$ cat src/rtl/sstream_pkg.sv
package sstream_pkg;

    typedef enum logic {
        PH_IDLE  = 1'b0,
        PH_BURST = 1'b1
    } phase_e;

endpackage

$ cat src/rtl/sstream_sync.sv
module sstream_sync #(
    parameter int STAGES = 2
) (
    input  logic clk,
    input  logic rst_n,
    input  logic sclk_in,
    output logic rise_o
);
    // chain[STAGES-1] is the last synchronizer flop, chain[STAGES] its delayed copy
    logic [STAGES:0] chain_d, chain_q;

    always_comb begin
        chain_d = {chain_q[STAGES-1:0], sclk_in};
    end

    always_ff @(posedge clk or negedge rst_n) begin
        if (!rst_n) chain_q <= '0;
        else        chain_q <= chain_d;
    end

    assign rise_o = chain_q[STAGES-1] & ~chain_q[STAGES];

endmodule

$ cat src/rtl/sstream_prefetch.sv
module sstream_prefetch #(
    parameter int DATA_W = 16,
    parameter int CNT_W  = 10
) (
    input  logic              clk,
    input  logic              rst_n,
    input  logic [CNT_W-1:0]  fifo_count,
    input  logic              fifo_empty,
    input  logic [DATA_W-1:0] fifo_rd_data,
    output logic              fifo_rd_en,
    input  logic              take_i,
    output logic [DATA_W-1:0] next_word_o,
    output logic              next_vld_o,
    output logic [CNT_W:0]    level_o
);
    typedef struct packed {
        logic              pend;
        logic              vld;
        logic [DATA_W-1:0] word;
    } pf_t;

    pf_t s_d, s_q;
    logic rd;

    always_comb begin
        s_d = s_q;
        rd  = 1'b0;
        if (take_i) s_d.vld = 1'b0;
        if (s_q.pend) begin
            s_d.pend = 1'b0;
            s_d.vld  = 1'b1;
            s_d.word = fifo_rd_data;
        end else if (!s_q.vld && !fifo_empty) begin
            rd       = 1'b1;
            s_d.pend = 1'b1;
        end
    end

    always_ff @(posedge clk or negedge rst_n) begin
        if (!rst_n) s_q <= '0;
        else        s_q <= s_d;
    end

    assign fifo_rd_en  = rd;
    assign next_word_o = s_q.word;
    assign next_vld_o  = s_q.vld;
    assign level_o     = {1'b0, fifo_count} + (CNT_W+1)'(s_q.pend) + (CNT_W+1)'(s_q.vld);

endmodule

$ cat src/rtl/sstream_framer.sv
module sstream_framer
    import sstream_pkg::*;
#(
    parameter int DATA_W      = 16,
    parameter int BURST_WORDS = 384,
    parameter int IDLE_CYCLES = 64,
    parameter int LVL_W       = 11
) (
    input  logic              clk,
    input  logic              rst_n,
    input  logic              rise_i,
    input  logic [DATA_W-1:0] next_word_i,
    input  logic              next_vld_i,
    input  logic [LVL_W-1:0]  level_i,
    output logic              take_o,
    output logic              sdo_o,
    output logic              ready_n_o,
    output logic              underrun_o
);
    localparam int BIT_W  = $clog2(DATA_W);
    localparam int WORD_W = $clog2(BURST_WORDS);
    localparam int IDLE_W = $clog2(IDLE_CYCLES + 1);

    typedef struct packed {
        phase_e             phase;
        logic [BIT_W-1:0]   bitc;
        logic [WORD_W-1:0]  wordc;
        logic [IDLE_W-1:0]  idle;
        logic [DATA_W-1:0]  shreg;
        logic               sdo;
        logic               rdy_n;
        logic               under;
    } fr_t;

    localparam fr_t FR_RST = '{phase: PH_IDLE, bitc: '0, wordc: '0, idle: '0,
                               shreg: '0, sdo: 1'b0, rdy_n: 1'b1, under: 1'b0};

    fr_t s_d, s_q;
    logic [DATA_W-1:0] start_word;

    always_comb begin
        s_d        = s_q;
        take_o     = 1'b0;
        start_word = '0;
        if (rise_i) begin
            s_d.idle  = '0;
            s_d.phase = PH_BURST;
            if (s_q.bitc == '0) begin
                start_word = next_vld_i ? next_word_i : '0;
                take_o     = next_vld_i;
                if (!next_vld_i) s_d.under = 1'b1;
                s_d.sdo   = start_word[DATA_W-1];
                s_d.shreg = start_word << 1;
            end else begin
                s_d.sdo   = s_q.shreg[DATA_W-1];
                s_d.shreg = s_q.shreg << 1;
            end
            if (s_q.bitc == BIT_W'(DATA_W - 1)) begin
                s_d.bitc = '0;
                if (s_q.wordc == WORD_W'(BURST_WORDS - 1)) begin
                    s_d.wordc = '0;
                    s_d.phase = PH_IDLE;
                end else begin
                    s_d.wordc = s_q.wordc + 1'b1;
                end
            end else begin
                s_d.bitc = s_q.bitc + 1'b1;
            end
        end else begin
            if (s_q.idle != IDLE_W'(IDLE_CYCLES)) s_d.idle = s_q.idle + 1'b1;
            if (s_q.idle == IDLE_W'(IDLE_CYCLES - 1)) begin
                s_d.bitc  = '0;
                s_d.wordc = '0;
                s_d.phase = PH_IDLE;
            end
        end
        s_d.rdy_n = !((s_d.phase == PH_IDLE) && (level_i >= LVL_W'(BURST_WORDS)));
    end

    always_ff @(posedge clk or negedge rst_n) begin
        if (!rst_n) s_q <= FR_RST;
        else        s_q <= s_d;
    end

    assign sdo_o      = s_q.sdo;
    assign ready_n_o  = s_q.rdy_n;
    assign underrun_o = s_q.under;

endmodule

$ cat src/rtl/sstream_top.sv
module sstream_top #(
    parameter int DATA_W      = 16,
    parameter int CHANNELS    = 8,
    parameter int FRAMES      = 48,
    parameter int IDLE_CYCLES = 64,
    parameter int CNT_W       = 10,
    parameter int SYNC_STAGES = 2
) (
    input  logic              clk,
    input  logic              rst_n,
    input  logic              sclk_in,
    input  logic [CNT_W-1:0]  fifo_count,
    input  logic              fifo_empty,
    input  logic [DATA_W-1:0] fifo_rd_data,
    output logic              fifo_rd_en,
    output logic              sdo,
    output logic              ready_n,
    output logic              underrun
);
    localparam int BURST_WORDS = CHANNELS * FRAMES;
    localparam int LVL_W       = CNT_W + 1;

    logic              rise_w;
    logic              take_w;
    logic [DATA_W-1:0] next_word_w;
    logic              next_vld_w;
    logic [LVL_W-1:0]  level_w;

    sstream_sync #(.STAGES(SYNC_STAGES)) sync_i (
        .clk     (clk),
        .rst_n   (rst_n),
        .sclk_in (sclk_in),
        .rise_o  (rise_w)
    );

    sstream_prefetch #(.DATA_W(DATA_W), .CNT_W(CNT_W)) pf_i (
        .clk          (clk),
        .rst_n        (rst_n),
        .fifo_count   (fifo_count),
        .fifo_empty   (fifo_empty),
        .fifo_rd_data (fifo_rd_data),
        .fifo_rd_en   (fifo_rd_en),
        .take_i       (take_w),
        .next_word_o  (next_word_w),
        .next_vld_o   (next_vld_w),
        .level_o      (level_w)
    );

    sstream_framer #(
        .DATA_W      (DATA_W),
        .BURST_WORDS (BURST_WORDS),
        .IDLE_CYCLES (IDLE_CYCLES),
        .LVL_W       (LVL_W)
    ) fr_i (
        .clk         (clk),
        .rst_n       (rst_n),
        .rise_i      (rise_w),
        .next_word_i (next_word_w),
        .next_vld_i  (next_vld_w),
        .level_i     (level_w),
        .take_o      (take_w),
        .sdo_o       (sdo),
        .ready_n_o   (ready_n),
        .underrun_o  (underrun)
    );

endmodule

$ cat config.mk
export PLATFORM = sky130hd
export DESIGN_NAME = sstream_top
export DESIGN_NICKNAME = d
export VERILOG_FILES = /design/src/rtl/sstream_pkg.sv /design/src/rtl/sstream_sync.sv /design/src/rtl/sstream_prefetch.sv /design/src/rtl/sstream_framer.sv /design/src/rtl/sstream_top.sv
export SDC_FILE = /design/constraint.sdc
export NUM_CORES = 1
export LEC_CHECK = 0
export ABC_AREA = 1
export CAP_MARGIN = 20
export CORE_MARGIN = 3
export CORE_UTILIZATION = 56
export DETAILED_ROUTE_END_ITERATION = 8
export PLACE_DENSITY = 0.86
export SLEW_MARGIN = 20
export SYNTH_ARGS = -nofsm -noshare
export SYNTH_HDL_FRONTEND = slang
export SYNTH_SLANG_ARGS = --single-unit
$ cat constraint.sdc
create_clock -name clk -period 1.6 [get_ports clk]
set_input_delay 0.16 -clock clk [delete_from_list [all_inputs] [get_ports clk]]
set_output_delay 0.16 -clock clk [all_outputs]
set_load 0.05 [all_outputs]
==> results.toml <==
[sta]
max_freq_ghz = 0.663
setup_viol_count_final = 0
fin_setup_tns_ns = 0
fin_ws_ns = 0.0928
hold_violations = 0
maxSlewHeadroom = 0.711
fin_skew_ns = 0.00860
fin_crit_sh = 0.942
worstMarginPinSlew_ns = 0.431
fin_crit_ns = 1.51
maxSlewViolCount = 0

[cts]
cts_buffers = 9
clkLatencyLatePin_ns = 0.34
cts_tree = "yes"
clk_pin_slew_ns = 0.07
htree_levels = 3
cts.sinks = 60
root_buffer = "clkbuf_8"
cts_max_path_buffers = 2

[finish]
postLayoutCoreUtil = 0.751
stdcell_area_um2 = 3710
fill_cells = 364
layout.nets = 449
layout-drive-gt1-share = 0.139
final_common_cell = "nand2_1"
area_growth_pct = 24.6
final_cell_mix = "nand2_1 (126), nand3_1 (65), dfrtp_1 (59)"
diodes = 0

[synthesis]
synth.distinct_cells = 35
synth-edff-count = 0
ys.flop_type = "dfrtp_1"
syn_area_um2 = 2980
synthCells = 365
syn_area_per_cell_um2 = 8.16
async_reset_ff_frac = 1.00
yosys_warnings = 0
synth-seq-area-share = 0.505
synth-seq-cells = 60
synthesis.nets = 402

[run]
max-cap-violations = 0

[worst_hold_path]
hp-start = "sclk_in"
hold_class = "in -> reg"

[grt]
antenna_found_initial = 0
grt_pass1_vias = 2418
grt_pass1_wl_mm = 10.6
gr-total-overflow = 0
grt_max_degree = 61
grt_use_total = 0.215

[worst_setup_path]
r2r-start = "fr_i.s_q[19]$_DFFE_PN0P_"
crit_fanout = 6
critPathBufInv = 0
critPathKind = "reg -> reg"
cp-end-kind = "flop"
critPathRequiredTime_ns = 1.84
path_cells = "ha_2 > nand2_2 > nor2_4 > nand3_2 > nand2_2 > nand2_2 > o21ai_2 > nor2_2"
cp_common_cell = "nand2_2"
slowest_stage = "dfrtp_1"
cp.arrival_ns = 1.74
crit_path_start_kind = "flop"
crit_start = "fr_i.s_q[19]$_DFFE_PN0P_"
cpPeakStageDelay_ns = 0.39
path_delay_family = "simple AND/OR/NAND/NOR gates"

[pwr]
p_clk_frac = 0.293
p_comb_frac = 0.254
seq_power_share = 0.453
p_int_w = 0.00337
swShare = 0.336
switching_power_w = 0.00171
power.density_nw_per_um2 = 1370
totalPowerFinal_w = 0.00508
ir_drop_uv = 946
p_leak_nw = 1.83

[placement]
post-place-ws_ns = -0.188
postPlaceCellArea_um2 = 3440
port_buffers = 33
hpwl_mm = 4.23
gp_congestion = 0.879

[detailed_routing]
route.detailed.drc = 0
via_per_inst = 5.37
drt-total-wl_mm = 6.08
drt_iter0_drc = 147
drt_first_pass_iters = 4
wl_per_cell_um = 12.6
routed-via-count = 2598
drtAntennaViolNets = 0

[floorplan]
rows = 25
die_w_um = 78.9
die_area_um2 = 6230
io_pins = 34
core_area_um2 = 4940
fp.dieH_um = 78.9
initial_utilization = 0.602

[run_status]
status = "complete, no violations"
-- final cells by class --
cell class | instances | area [µm²] | share of cell area
clock inverter | 6 | 88.8 | 0.0239
multi-input combinational | 263 | 1330 | 0.359
clock buffer | 10 | 128 | 0.0344
sequential | 60 | 1500 | 0.405
inverter | 31 | 116 | 0.0314
tap | 67 | 83.8 | 0.0226
timing repair buffer | 47 | 460 | 0.124
-- sequential cells by signal, indices dropped and copies added (netlist names) --
name / count
fr_i.s_q: 36
pf_i.next_word_o: 16
sync_i.chain_q: 3
fr_i.ready_n_o: 1
fr_i.sdo_o: 1
fr_i.underrun_o: 1
pf_i.next_vld_o: 1
pf_i.s_q: 1
-- power by group through the flow --
stage	clock [W]	combinational [W]	sequential, W
after floorplan	0	0.000841	0.00230
after global placement	0	0.00123	0.00229
after detailed placement	0	0.00129	0.00231
after CTS	0.00151	0.00130	0.00229
after global routing	0.00159	0.00146	0.00236
final	0.00149	0.00129	0.00230
-- metrics by stage --
stage / hold WS, ns / instances
3_3_place_gp: 0.189 / 464
2_1_floorplan: -0.136 / 365
5_1_grt: 0.246 / 484
3_5_place_dp: 0.187 / 464
4_1_cts: 0.238 / 481
6_report: 0.250 / 484
-- synthesized netlist by cell type (4+ instances only) --
master,n,area share
nand2_1,126,0.16
nand3_1,65,0.11
dfrtp_1,59,0.50
inv_1,29,0.037
nor2_1,18,0.023
buf_2,6,0.010
ha_1,6,0.025
o21ai_0,6,0.010
nand2_2,4,0.0084
nand4_1,4,0.0084
nor3_1,4,0.0067
-- worst paths after layout --
check                                              endpoint  slack [ns]  cells after the start
worst max-delay path               fr_i.s_q[30]$_DFFE_PN0P_        0.09                      8
worst min-delay path            sync_i.chain_q[0]$_DFF_PN0_        0.25                      1
worst max register to register     fr_i.s_q[30]$_DFFE_PN0P_        0.09                      8
worst min register to register  sync_i.chain_q[1]$_DFF_PN0_        0.35                      0
max in group asynchronous          fr_i.ready_n_o$_DFF_PN1_        0.95                      3
min in group asynchronous          fr_i.s_q[30]$_DFFE_PN0P_        0.35                      3
-- logic make-up after synthesis --
| family | count (synthesis) | synth area share |
|---|---|---|
| simple gates | 234 | 0.358 |
| flops | 60 | 0.505 |
| fa+ha+maj | 7 | 0.0319 |
| xor+xnor | 2 | 0.00589 |
| buf+inv | 43 | 0.0605 |
| compound gates | 19 | 0.0387 |
-- layer usage --
metal  wire length [µm]  GRT usage  up-vias
met5                  0          0        -
met4                 61     0.0533        0
met3                295     0.0748        7
met2               3150      0.357       66
met1               2570      0.272     1252
li1                   -          -     1273
-- timing repair --
action	4_1_cts	5_1_grt
buffers inserted	0	2
hold endpoints to repair	59	0
gates resized for setup	0	5
setup endpoints to repair	0	8
hold buffers	1	0
Power figures use the tool's default switching activity.
